--- src/rtl/lmm_pkg.sv ---
`timescale 1ns/1ps
package lmm_pkg;
   localparam int OP_W = 4;
   typedef enum logic [OP_W-1:0] {
      OP_FULL_ALN = 4'd0,
      OP_FULL_UNA = 4'd1,
      OP_SCL_MEM  = 4'd2,
      OP_SCL_REG  = 4'd3,
      OP_LD_LO    = 4'd4,
      OP_LD_HI    = 4'd5,
      OP_LO2HI    = 4'd6,
      OP_HI2LO    = 4'd7,
      OP_SGNMSK   = 4'd8
   } lmm_op_e;
endpackage

--- src/rtl/lmm_merge.sv ---
`timescale 1ns/1ps
module lmm_merge
   import lmm_pkg::*;
#(
   parameter int LANE_W = 32,
   parameter int LANES  = 4
) (
   input  logic [OP_W-1:0]          op,
   input  logic [LANE_W*LANES-1:0]  dst,
   input  logic [LANE_W*LANES-1:0]  src,
   output logic [LANE_W*LANES-1:0]  merged
);
   localparam int DW = LANE_W * LANES;
   localparam int HW = DW / 2;

   always_comb begin
      merged = dst;
      case (lmm_op_e'(op))
         OP_FULL_ALN, OP_FULL_UNA: merged = src;
         OP_SCL_MEM: merged = {{(DW-LANE_W){1'b0}}, src[LANE_W-1:0]};
         OP_SCL_REG: merged = {dst[DW-1:LANE_W], src[LANE_W-1:0]};
         OP_LD_LO:   merged = {dst[DW-1:HW], src[HW-1:0]};
         OP_LD_HI, OP_LO2HI: merged = {src[HW-1:0], dst[HW-1:0]};
         OP_HI2LO:   merged = {dst[DW-1:HW], src[DW-1:HW]};
         default:    merged = dst;
      endcase
   end
endmodule

--- src/rtl/lmm_sign_gather.sv ---
`timescale 1ns/1ps
module lmm_sign_gather #(
   parameter int LANE_W = 32,
   parameter int LANES  = 4
) (
   input  logic [LANE_W*LANES-1:0] vec,
   output logic [LANES-1:0]        signs
);
   for (genvar g = 0; g < LANES; g++) begin : g_lane
      assign signs[g] = vec[g*LANE_W + LANE_W - 1];
   end
endmodule

--- src/rtl/lmm_align_check.sv ---
`timescale 1ns/1ps
module lmm_align_check #(
   parameter int ADDR_W      = 32,
   parameter int ALIGN_BYTES = 16
) (
   input  logic [ADDR_W-1:0] addr,
   input  logic              check_en,
   output logic              misaligned
);
   localparam int ALIGN_LSB = $clog2(ALIGN_BYTES);

   if (ALIGN_LSB == 0) begin : g_no_check
      assign misaligned = 1'b0;
   end else begin : g_check
      assign misaligned = check_en && (|addr[ALIGN_LSB-1:0]);
   end
endmodule

--- src/rtl/lane_move_merge.sv ---
`timescale 1ns/1ps
module lane_move_merge
   import lmm_pkg::*;
#(
   parameter int LANE_W      = 32,
   parameter int LANES       = 4,
   parameter int ADDR_W      = 32,
   parameter int GPR_W       = 32,
   parameter int ALIGN_BYTES = 16
) (
   input  logic                     clk,
   input  logic                     rst_n,
   input  logic                     in_valid,
   input  logic [3:0]               op_sel,
   input  logic [ADDR_W-1:0]        mem_addr,
   input  logic [LANE_W*LANES-1:0]  dst_val,
   input  logic [LANE_W*LANES-1:0]  src_val,
   output logic                     out_valid,
   output logic [LANE_W*LANES-1:0]  res_val,
   output logic [GPR_W-1:0]         gpr_val,
   output logic                     align_fault
);
   localparam int DW = LANE_W * LANES;

   if (LANES % 2 != 0) begin : g_bad_lanes
      $error("lane_move_merge: LANES must be even");
   end
   if (GPR_W < LANES) begin : g_bad_gpr
      $error("lane_move_merge: GPR_W must hold one bit per lane");
   end
   if ((ALIGN_BYTES & (ALIGN_BYTES - 1)) != 0) begin : g_bad_align
      $error("lane_move_merge: ALIGN_BYTES must be a power of two");
   end

   logic [DW-1:0]    merged;
   logic [LANES-1:0] signs;
   logic             misaligned;
   logic             is_mask_op;
   logic [DW-1:0]    res_d;
   logic [GPR_W-1:0] gpr_d;

   lmm_merge #(.LANE_W(LANE_W), .LANES(LANES)) u_merge (
      .op     (op_sel),
      .dst    (dst_val),
      .src    (src_val),
      .merged (merged)
   );

   lmm_sign_gather #(.LANE_W(LANE_W), .LANES(LANES)) u_gather (
      .vec   (src_val),
      .signs (signs)
   );

   lmm_align_check #(.ADDR_W(ADDR_W), .ALIGN_BYTES(ALIGN_BYTES)) u_align (
      .addr       (mem_addr),
      .check_en   (op_sel == OP_FULL_ALN),
      .misaligned (misaligned)
   );

   assign is_mask_op = (op_sel == OP_SGNMSK);
   assign res_d      = misaligned ? dst_val : merged;
   assign gpr_d      = is_mask_op ? {{(GPR_W-LANES){1'b0}}, signs} : '0;

   always_ff @(posedge clk) begin
      if (!rst_n) begin
         out_valid   <= 1'b0;
         res_val     <= '0;
         gpr_val     <= '0;
         align_fault <= 1'b0;
      end else begin
         out_valid <= in_valid;
         if (in_valid) begin
            res_val     <= res_d;
            gpr_val     <= gpr_d;
            align_fault <= misaligned;
         end
      end
   end
endmodule

--- config.mk ---
export PLATFORM = sky130hd
export DESIGN_NAME = lane_move_merge
export DESIGN_NICKNAME = d
export VERILOG_FILES = /design/src/rtl/lmm_pkg.sv /design/src/rtl/lmm_merge.sv /design/src/rtl/lmm_sign_gather.sv /design/src/rtl/lmm_align_check.sv /design/src/rtl/lane_move_merge.sv
export SDC_FILE = /design/constraint.sdc
export NUM_CORES = 1
export LEC_CHECK = 0
export BUFFER_PORTS_ARGS = -buffer_cell sky130_fd_sc_hd__buf_2
export CAP_MARGIN = 20
export CORE_AREA = 5 5 174 176
export CTS_CLUSTER_DIAMETER = 120
export DETAILED_ROUTE_END_ITERATION = 8
export DIE_AREA = 0 0 179 181
export GPL_ROUTABILITY_DRIVEN = 0
export PLACE_DENSITY = 0.59
export SLEW_MARGIN = 0
export SYNTH_ARGS = -nofsm -noshare
export SYNTH_HDL_FRONTEND = slang
export SYNTH_SLANG_ARGS = --single-unit
--- constraint.sdc ---
create_clock -name clk -period 3.9 [get_ports clk]
set_clock_uncertainty 0.15 [all_clocks]
set_input_delay 0.195 -clock clk [delete_from_list [all_inputs] [get_ports clk]]
set_output_delay 0.195 -clock clk [all_outputs]
set_load 0.01 [all_outputs]
==> results of run 1 <==
synthesized netlist by cell type, types with 5 or more instances:
master    number
nor2_1        67
o21ai_0       32
buf_4         28
buf_2         15
a221o_1       97
nand3_1       31
a31oi_1       32
nand2_1       67
a32oi_1       64
a21oi_1       39
nand3b_1      32
clkbuf_1      75
buf_6          5
dfxtp_1      134
a22o_1        32
nor2b_1       11
worst paths after layout:
kind / startpoint / to / slack [ns] / depth (start not counted)
max: op_sel[2] / res_val[103] / 1.06 / 7
min: src_val[117] / res_val[117] / 0.02 / 4
max reg2reg: res_val[111] / res_val[111] / 2.38 / 2
min reg2reg: res_val[117] / res_val[117] / 0.34 / 1
layout make-up:
class                      count  area, um^2
timing repair buffer         598        4016
sequential                   134        2683
inverter                       2       7.507
fill                        2867       17070
multi-input combinational    546        3626
clock inverter                12       142.6
tap                          384       480.5
clock buffer                  20       446.7
worst min-delay path, delay by kind of cell:
family          cells  cell delay, ns
buf+inv             1            0.09
simple gates        1            0.10
compound gates      2            0.18
where the power goes:
| group | switching, mW | internal [mW] | total, mW |
|---|---|---|---|
| clock network | 0.719 | 0.972 | 1.69 |
| logic | 0.498 | 0.467 | 0.965 |
| registers | 0.0607 | 1.47 | 1.53 |
flip-flops by register name, indices dropped and copies added, names as in the netlist:
register,count
gpr_val,4
out_valid,1
res_val,128
align_fault,1
what timing repair did:
item	in CTS	in global routing
hold endpoints to repair	132	0
hold buffers	182	0
setup buffers	0	0
logic make-up (layout without fill, tap and decap cells):
| logic type | after synthesis | count (layout) | share of synthesized area |
|---|---|---|---|
| buffers and inverters | 125 | 632 | 0.09342 |
| AO/OA/AOI/OAI | 302 | 302 | 0.3570 |
| XOR/XNOR | 1 | 1 | 0.001298 |
| AND/OR/NAND/NOR | 215 | 215 | 0.1503 |
| flip-flops | 134 | 134 | 0.3974 |
| other | 1 | 28 | 0.0005555 |
routing by layer:
metal / part of all wire / routed length [um] / vias to the layer above / GRT usage
li1: - / - / 4017 / -
met1: 0.39 / 13900 / 4251 / 0.2399
met2: 0.48 / 17060 / 564 / 0.3530
met3: 0.093 / 3339 / 81 / 0.05079
met4: 0.039 / 1405 / 2 / 0.1010
met5: 0.00020 / 7 / - / 0
through the flow:
| step | total power, mW | hold slack, ns | instance area (um^2) | util |
|---|---|---|---|---|
| after floorplan | 1.965 | 0.1830 | 6852 | - |
| after global placement | 2.340 | 0.2675 | 8944 | 0.3141 |
| after detailed placement | 2.347 | 0.2717 | 8944 | 0.3141 |
| after CTS | 4.217 | 0.00004408 | 11350 | 0.3988 |
| after global routing | 4.379 | 0.02355 | 11400 | 0.4005 |
| final | 4.190 | 0.02461 | 11400 | 0.4005 |
==> impl_metrics.prom, run 1 <==
# TYPE chip_impl_metric gauge
chip_impl_info{name="status",value="finished clean"} 1
chip_impl_metric{name="final.period_utilization",unit=""} 0.7278
chip_impl_info{name="setup.worst_path.class",value="in -> reg"} 1
chip_impl_metric{name="cts-buffers-inserted",unit=""} 17
chip_impl_metric{name="clock_latency",unit="ns"} 0.42
chip_impl_metric{name="total_leakage_power",unit="nW"} 5.201
chip_impl_metric{name="final.setup.tns",unit="ns"} 0
chip_impl_metric{name="crit_arrival",unit="ns"} 3.00
chip_impl_metric{name="port-buffer-count",unit=""} 400
chip_impl_metric{name="cp_num_buf_inv",unit=""} 3
chip_impl_info{name="worstSetupEndpointType",value="flop"} 1
chip_impl_info{name="crit_path_start_kind",value="primary input"} 1
chip_impl_metric{name="worst-path-max-fanout",unit=""} 49
chip_impl_info{name="clock_tree.root_cell",value="clkbuf_16"} 1
chip_impl_metric{name="power.ir.vdd_worst",unit="mV"} 0.2483
chip_impl_metric{name="grt_pass1_vias",unit=""} 9204
chip_impl_metric{name="antenna_nets_post_route",unit=""} 0
chip_impl_metric{name="globalRoute.totalOverflow",unit=""} 0
chip_impl_metric{name="post_cts.resized_instances",unit=""} 0
chip_impl_metric{name="min_clock_period_post_route",unit="ns"} 2.839
chip_impl_metric{name="timing.max_cap.violations",unit=""} 0
chip_impl_info{name="synthFlopType",value="dfxtp_1"} 1
chip_impl_metric{name="via_count",unit=""} 8915
chip_impl_metric{name="syn_area",unit="um^2"} 6750
chip_impl_metric{name="place.detailed.instances",unit=""} 1480
chip_impl_metric{name="initial_utilization",unit=""} 0.2371
chip_impl_metric{name="drc_errors",unit=""} 0
chip_impl_info{name="netlist_top_cells_area",value="dfxtp_1 40%, a221o_1 14%, a32oi_1 8.3%"} 1
chip_impl_metric{name="cts_htree_levels",unit=""} 4
chip_impl_metric{name="cp_data_required_time",unit="ns"} 4.06
chip_impl_metric{name="final.setup.worst_slack",unit="ns"} 1.061
chip_impl_metric{name="route.detailed.vias_per_inst",unit=""} 5.256
chip_impl_info{name="timing.hold.worst.class",value="in -> reg"} 1
chip_impl_metric{name="die_w",unit="um"} 179
chip_impl_metric{name="core-area",unit="um^2"} 28470
chip_impl_info{name="cpMaxStageDelayCell",value="nor3_1"} 1
chip_impl_info{name="rsz0062_at_grt",value="no"} 1
chip_impl_metric{name="row_count",unit=""} 62
chip_impl_metric{name="numClockSinks",unit=""} 134
chip_impl_metric{name="dr.first_iter.drc_count",unit=""} 550
chip_impl_metric{name="avgRoutedWirePerCell",unit="um"} 21.06
chip_impl_info{name="worstPathCellList",value="buf_4 > nor3_1 > a211o_4 > buf_12 > nor2_1 > a221o_1 > dlygate4sd3_1"} 1
chip_impl_metric{name="ys_seq_elements",unit=""} 134
chip_impl_metric{name="synth.yosys.seq_area_share",unit=""} 0.3974
chip_impl_metric{name="path_clk_slew",unit="ns"} 0.07
chip_impl_info{name="path_delay_family",value="buffers and inverters"} 1
chip_impl_metric{name="synth_async_sr_flop_share",unit=""} 0
chip_impl_metric{name="die_y",unit="um"} 181
chip_impl_metric{name="slowest_delay",unit="ns"} 0.62
chip_impl_metric{name="post_synth_inst_count",unit=""} 778
chip_impl_metric{name="timing.max_slew.rel_slack",unit=""} 0.2607
chip_impl_info{name="layout.cells.most_common_list",value="399 x buf_2, 182 x dlygate4sd3_1, 134 x dfxtp_1"} 1
chip_impl_metric{name="number_of_flops_mapped_to_enable_cells_by_yosys",unit=""} 0
chip_impl_metric{name="worstMarginPinSlew",unit="ns"} 1.105
chip_impl_metric{name="antenna_cells_inserted",unit=""} 0
chip_impl_metric{name="yosysWarningCount",unit=""} 0
chip_impl_info{name="synth_top_area_cell",value="dfxtp_1"} 1
chip_impl_metric{name="fmax",unit="MHz"} 352.3
chip_impl_metric{name="synthDominantCellAreaShare",unit=""} 0.3974
chip_impl_metric{name="firstDrtPassIters",unit=""} 5
chip_impl_metric{name="half_perimeter_wire_length_of_the_detailed_placement_result",unit="um"} 22660
chip_impl_metric{name="flow.area_growth_from_synthesis",unit="%"} 68.92
chip_impl_metric{name="nets",unit=""} 1594
chip_impl_metric{name="slew_violations",unit=""} 0
chip_impl_metric{name="antenna_found_initial",unit=""} 1
chip_impl_metric{name="post_layout_nonfiller_instances",unit=""} 1696
chip_impl_metric{name="drt_wl_total",unit="um"} 35710
chip_impl_metric{name="layout-drive-gt1-share",unit=""} 0.3468
chip_impl_metric{name="pwr_density_cell",unit="nW/um^2"} 367.5
chip_impl_metric{name="die_area",unit="um^2"} 32400
chip_impl_metric{name="ys_types",unit=""} 31
chip_impl_metric{name="pin_count",unit=""} 457
chip_impl_metric{name="hold_vio_cnt_final",unit=""} 0
chip_impl_metric{name="gr-usage-all-layers",unit=""} 0.2069
chip_impl_metric{name="grt_pass1_wl",unit="um"} 51980
chip_impl_info{name="cts_tree",value="yes"} 1
chip_impl_metric{name="minimum_setup_slack_after_placement",unit="ns"} 1.012
chip_impl_info{name="mostFrequentLayoutCell",value="buf_2"} 1
chip_impl_metric{name="timing.final.setup_violations",unit=""} 0
chip_impl_metric{name="ctsLongestPathBuffers",unit=""} 2
chip_impl_metric{name="largest_net_degree_at_the_start_of_global_routing",unit=""} 73
chip_impl_metric{name="syn-mean-instance-area",unit="um^2"} 8.676
(Power assumes the default switching activity.)
==> run 2: changes to the inputs <==
Settings changed: ABC_AREA set to 1, CORE_AREA 5 5 174 176 to 5 5 172 174, DIE_AREA 0 0 179 181 to 0 0 177 179, PLACE_DENSITY 0.59 to 0.68.
Clock period 3.9 ns to 2.3 ns, I/O delays scaled along.
==> run 2 against run 1 <==
Effect of this change: setup slack worse by 0.95 ns; routed wire length is 9.3% higher; cell count is 47% higher; sequential cell count stayed put; largest cell class unchanged; combinational power is 110% higher; total power is 76% higher.
==> impl_metrics.prom, run 2 <==
# TYPE chip_impl_metric gauge
chip_impl_info{name="status",value="finished clean"} 1
chip_impl_info{name="layout.cells.most_common_list",value="656 x nand2_1, 399 x buf_2, 253 x dlygate4sd3_1"} 1
chip_impl_metric{name="timing.final.setup_violations",unit=""} 0
chip_impl_metric{name="power.ir.vdd_worst",unit="mV"} 0.5271
chip_impl_metric{name="core-area",unit="um^2"} 27630
chip_impl_metric{name="largest_net_degree_at_the_start_of_global_routing",unit=""} 97
chip_impl_info{name="crit_path_start_kind",value="primary input"} 1
chip_impl_metric{name="worst-path-max-fanout",unit=""} 45
chip_impl_metric{name="pin_count",unit=""} 457
chip_impl_info{name="cts_tree",value="yes"} 1
chip_impl_metric{name="dr.first_iter.drc_count",unit=""} 821
chip_impl_metric{name="via_count",unit=""} 11830
chip_impl_metric{name="antenna_found_initial",unit=""} 4
chip_impl_metric{name="path_clk_slew",unit="ns"} 0.08
chip_impl_metric{name="final.period_utilization",unit=""} 0.9514
chip_impl_info{name="busiest_layer",value="met2"} 1
chip_impl_metric{name="globalRouteMet3Util",unit=""} 0.06137
chip_impl_metric{name="crit_arrival",unit="ns"} 2.34
chip_impl_metric{name="numClockSinks",unit=""} 134
chip_impl_metric{name="final_util",unit=""} 0.4988
chip_impl_metric{name="final.setup.tns",unit="ns"} 0
chip_impl_metric{name="worstMarginPinSlew",unit="ns"} 0.5496
chip_impl_metric{name="fillers",unit=""} 2732
chip_impl_info{name="synthFlopType",value="dfxtp_1"} 1
chip_impl_metric{name="die_area",unit="um^2"} 31680
chip_impl_info{name="largest_register",value="res_val"} 1
chip_impl_metric{name="firstDrtPassIters",unit=""} 5
chip_impl_metric{name="gr-usage-all-layers",unit=""} 0.2339
chip_impl_info{name="setup.worst_path.class",value="in -> reg"} 1
chip_impl_info{name="worstSetupEndpointType",value="flop"} 1
chip_impl_metric{name="avgRoutedWirePerCell",unit="um"} 15.67
chip_impl_metric{name="design_power_total",unit="mW"} 7.386
chip_impl_metric{name="cts_htree_levels",unit=""} 4
chip_impl_metric{name="drt_wl_total",unit="um"} 39030
chip_impl_metric{name="timing.max_cap.violations",unit=""} 0
chip_impl_metric{name="synth_async_sr_flop_share",unit=""} 0
chip_impl_metric{name="largest_register_ffs",unit=""} 128
chip_impl_metric{name="cts-buffers-inserted",unit=""} 17
chip_impl_metric{name="timing.max_slew.rel_slack",unit=""} 0.6336
chip_impl_metric{name="pwr_density_cell",unit="nW/um^2"} 536.0
chip_impl_metric{name="total_leakage_power",unit="nW"} 7.691
chip_impl_metric{name="flow.area_growth_from_synthesis",unit="%"} 64.29
chip_impl_info{name="post-synth-top-count-cell",value="nand2_1"} 1
chip_impl_metric{name="met2_track_demand_over_resource",unit=""} 0.4125
chip_impl_info{name="netlist_top_cells_area",value="dfxtp_1 32%, nand2_1 29%, nand3_1 9.6%"} 1
chip_impl_metric{name="worst_reg2reg_setup_slack",unit="ns"} 0.89
chip_impl_metric{name="grt_pass1_wl",unit="um"} 59620
chip_impl_metric{name="layout-drive-gt1-share",unit=""} 0.2218
chip_impl_metric{name="ys_seq_elements",unit=""} 134
chip_impl_metric{name="fin_area",unit="um^2"} 13780
chip_impl_metric{name="smallest_hold_slack",unit="ns"} 0.02779
chip_impl_info{name="end_point_of_the_critical_path",value="res_val[36]"} 1
chip_impl_metric{name="die_y",unit="um"} 179
chip_impl_info{name="clock_tree.root_cell",value="clkbuf_16"} 1
chip_impl_metric{name="yosysWarningCount",unit=""} 0
chip_impl_metric{name="min_clock_period_post_route",unit="ns"} 2.188
chip_impl_info{name="crit-reg2reg-launch",value="res_val[41]"} 1
chip_impl_info{name="worst_r2r_endpoint",value="res_val[41]"} 1
chip_impl_metric{name="fmax",unit="MHz"} 457.0
chip_impl_metric{name="die_w",unit="um"} 177
chip_impl_metric{name="drc_errors",unit=""} 0
chip_impl_metric{name="synthDominantCellAreaShare",unit=""} 0.3198
chip_impl_metric{name="synth.yosys.seq_area_share",unit=""} 0.3198
chip_impl_metric{name="port-buffer-count",unit=""} 400
chip_impl_metric{name="initial_utilization",unit=""} 0.3036
chip_impl_metric{name="ys_types",unit=""} 19
chip_impl_metric{name="post_synth_inst_count",unit=""} 1498
chip_impl_metric{name="route.detailed.vias_per_inst",unit=""} 4.747
chip_impl_metric{name="syn_area",unit="um^2"} 8388
chip_impl_metric{name="nets",unit=""} 2392
chip_impl_metric{name="grt_pass1_vias",unit=""} 11780
chip_impl_metric{name="syn-mean-instance-area",unit="um^2"} 5.599
chip_impl_metric{name="place_area",unit="um^2"} 10640
chip_impl_metric{name="half_perimeter_wire_length_of_the_detailed_placement_result",unit="um"} 24440
chip_impl_metric{name="row_count",unit=""} 61
chip_impl_info{name="mostFrequentLayoutCell",value="nand2_1"} 1
chip_impl_metric{name="slew_violations",unit=""} 0
chip_impl_metric{name="global_route.usage.met1",unit=""} 0.2638
chip_impl_info{name="ys_top_cells_by_count",value="657 x nand2_1, 200 x nor2_1, 161 x nand3_1"} 1
chip_impl_metric{name="hold_vio_cnt_final",unit=""} 0
chip_impl_info{name="rsz0062_at_grt",value="no"} 1
chip_impl_info{name="top_regs",value="res_val x128, gpr_val x4"} 1
chip_impl_metric{name="cp_data_required_time",unit="ns"} 2.46
chip_impl_metric{name="ctsLongestPathBuffers",unit=""} 2
chip_impl_metric{name="antenna_nets_post_route",unit=""} 0
chip_impl_metric{name="number_of_flops_mapped_to_enable_cells_by_yosys",unit=""} 0
chip_impl_metric{name="min_delay_path_depth",unit=""} 7
chip_impl_metric{name="clock_latency",unit="ns"} 0.40
chip_impl_info{name="timing.hold.worst.class",value="in -> reg"} 1
chip_impl_info{name="synth_top_area_cell",value="dfxtp_1"} 1
chip_impl_metric{name="timing.reg2reg.worst_path_depth",unit=""} 3
chip_impl_metric{name="globalRoute.totalOverflow",unit=""} 0
chip_impl_info{name="startpoint",value="in_valid"} 1
==> run 2: per-layer routing <==
layer | vias up | part of all wire
met5 | - | 0
li1 | 5739 | -
met4 | 0 | 0.044
met1 | 5254 | 0.38
met2 | 697 | 0.48
met3 | 136 | 0.091
==> run 2: timing repair <==
| action | 4_1_cts | 5_1_grt |
|---|---|---|
| endpoints found under the hold margin | 133 | 0 |
| hold buffers | 253 | 0 |
| resized for setup | 0 | 3 |
| endpoints found under the setup margin | 0 | 3 |
| setup buffers | 0 | 0 |
==> run 2: final cells by class <==
class	count	area [um^2]	share of cell area
clock inverter	13	148.9	0.01080
multi-input combinational	1158	4730	0.3432
clock buffer	19	442.9	0.03214
tap	378	473.0	0.03432
timing repair buffer	682	4905	0.3559
antenna	3	7.507	0.0005448
inverter	104	391.6	0.02842
sequential	134	2683	0.1947
==> run 2: logic make-up after synthesis <==
logic type,share of synthesized area
other cells,0.0004471
compound gates,0.06444
simple gates,0.4828
buf+inv,0.1325
flops,0.3198
==> run 2: through the flow <==
stage / std cells / setup WS (ns)
after global routing: 2490 / 0.05524
after detailed placement: 2203 / 0.4020
after global placement: 2203 / 0.4618
after CTS: 2488 / 0.09400
after floorplan: 1525 / 1.019
final: 2491 / 0.1117
==> run 2: power by group <==
group | leakage [nW] | switching (mW) | internal [mW]
combinational | 6.30 | 1.06 | 0.935
clock | 0.280 | 1.17 | 1.64
sequential | 1.11 | 0.0848 | 2.49
==> run 2: critical path, stage by stage <==
cell and delay [ns]:
dlygate4sd3_1 0.57, buf_12 0.24, inv_1 0.13, buf_4 0.25, a21oi_1 0.31, a21oi_1 0.10
dlygate4sd3_1 0.58
==> run 2: worst min-delay path by stage <==
stage	from	end	slack, ns
after detailed placement	dst_val[36]	res_val[36]	0.22
after CTS	src_val[48]	res_val[48]	0.002
final	src_val[25]	res_val[25]	0.03
after global routing	src_val[114]	res_val[114]	0.05
after global placement	dst_val[49]	res_val[49]	0.22
after floorplan	src_val[31]	gpr_val[0]	0.11
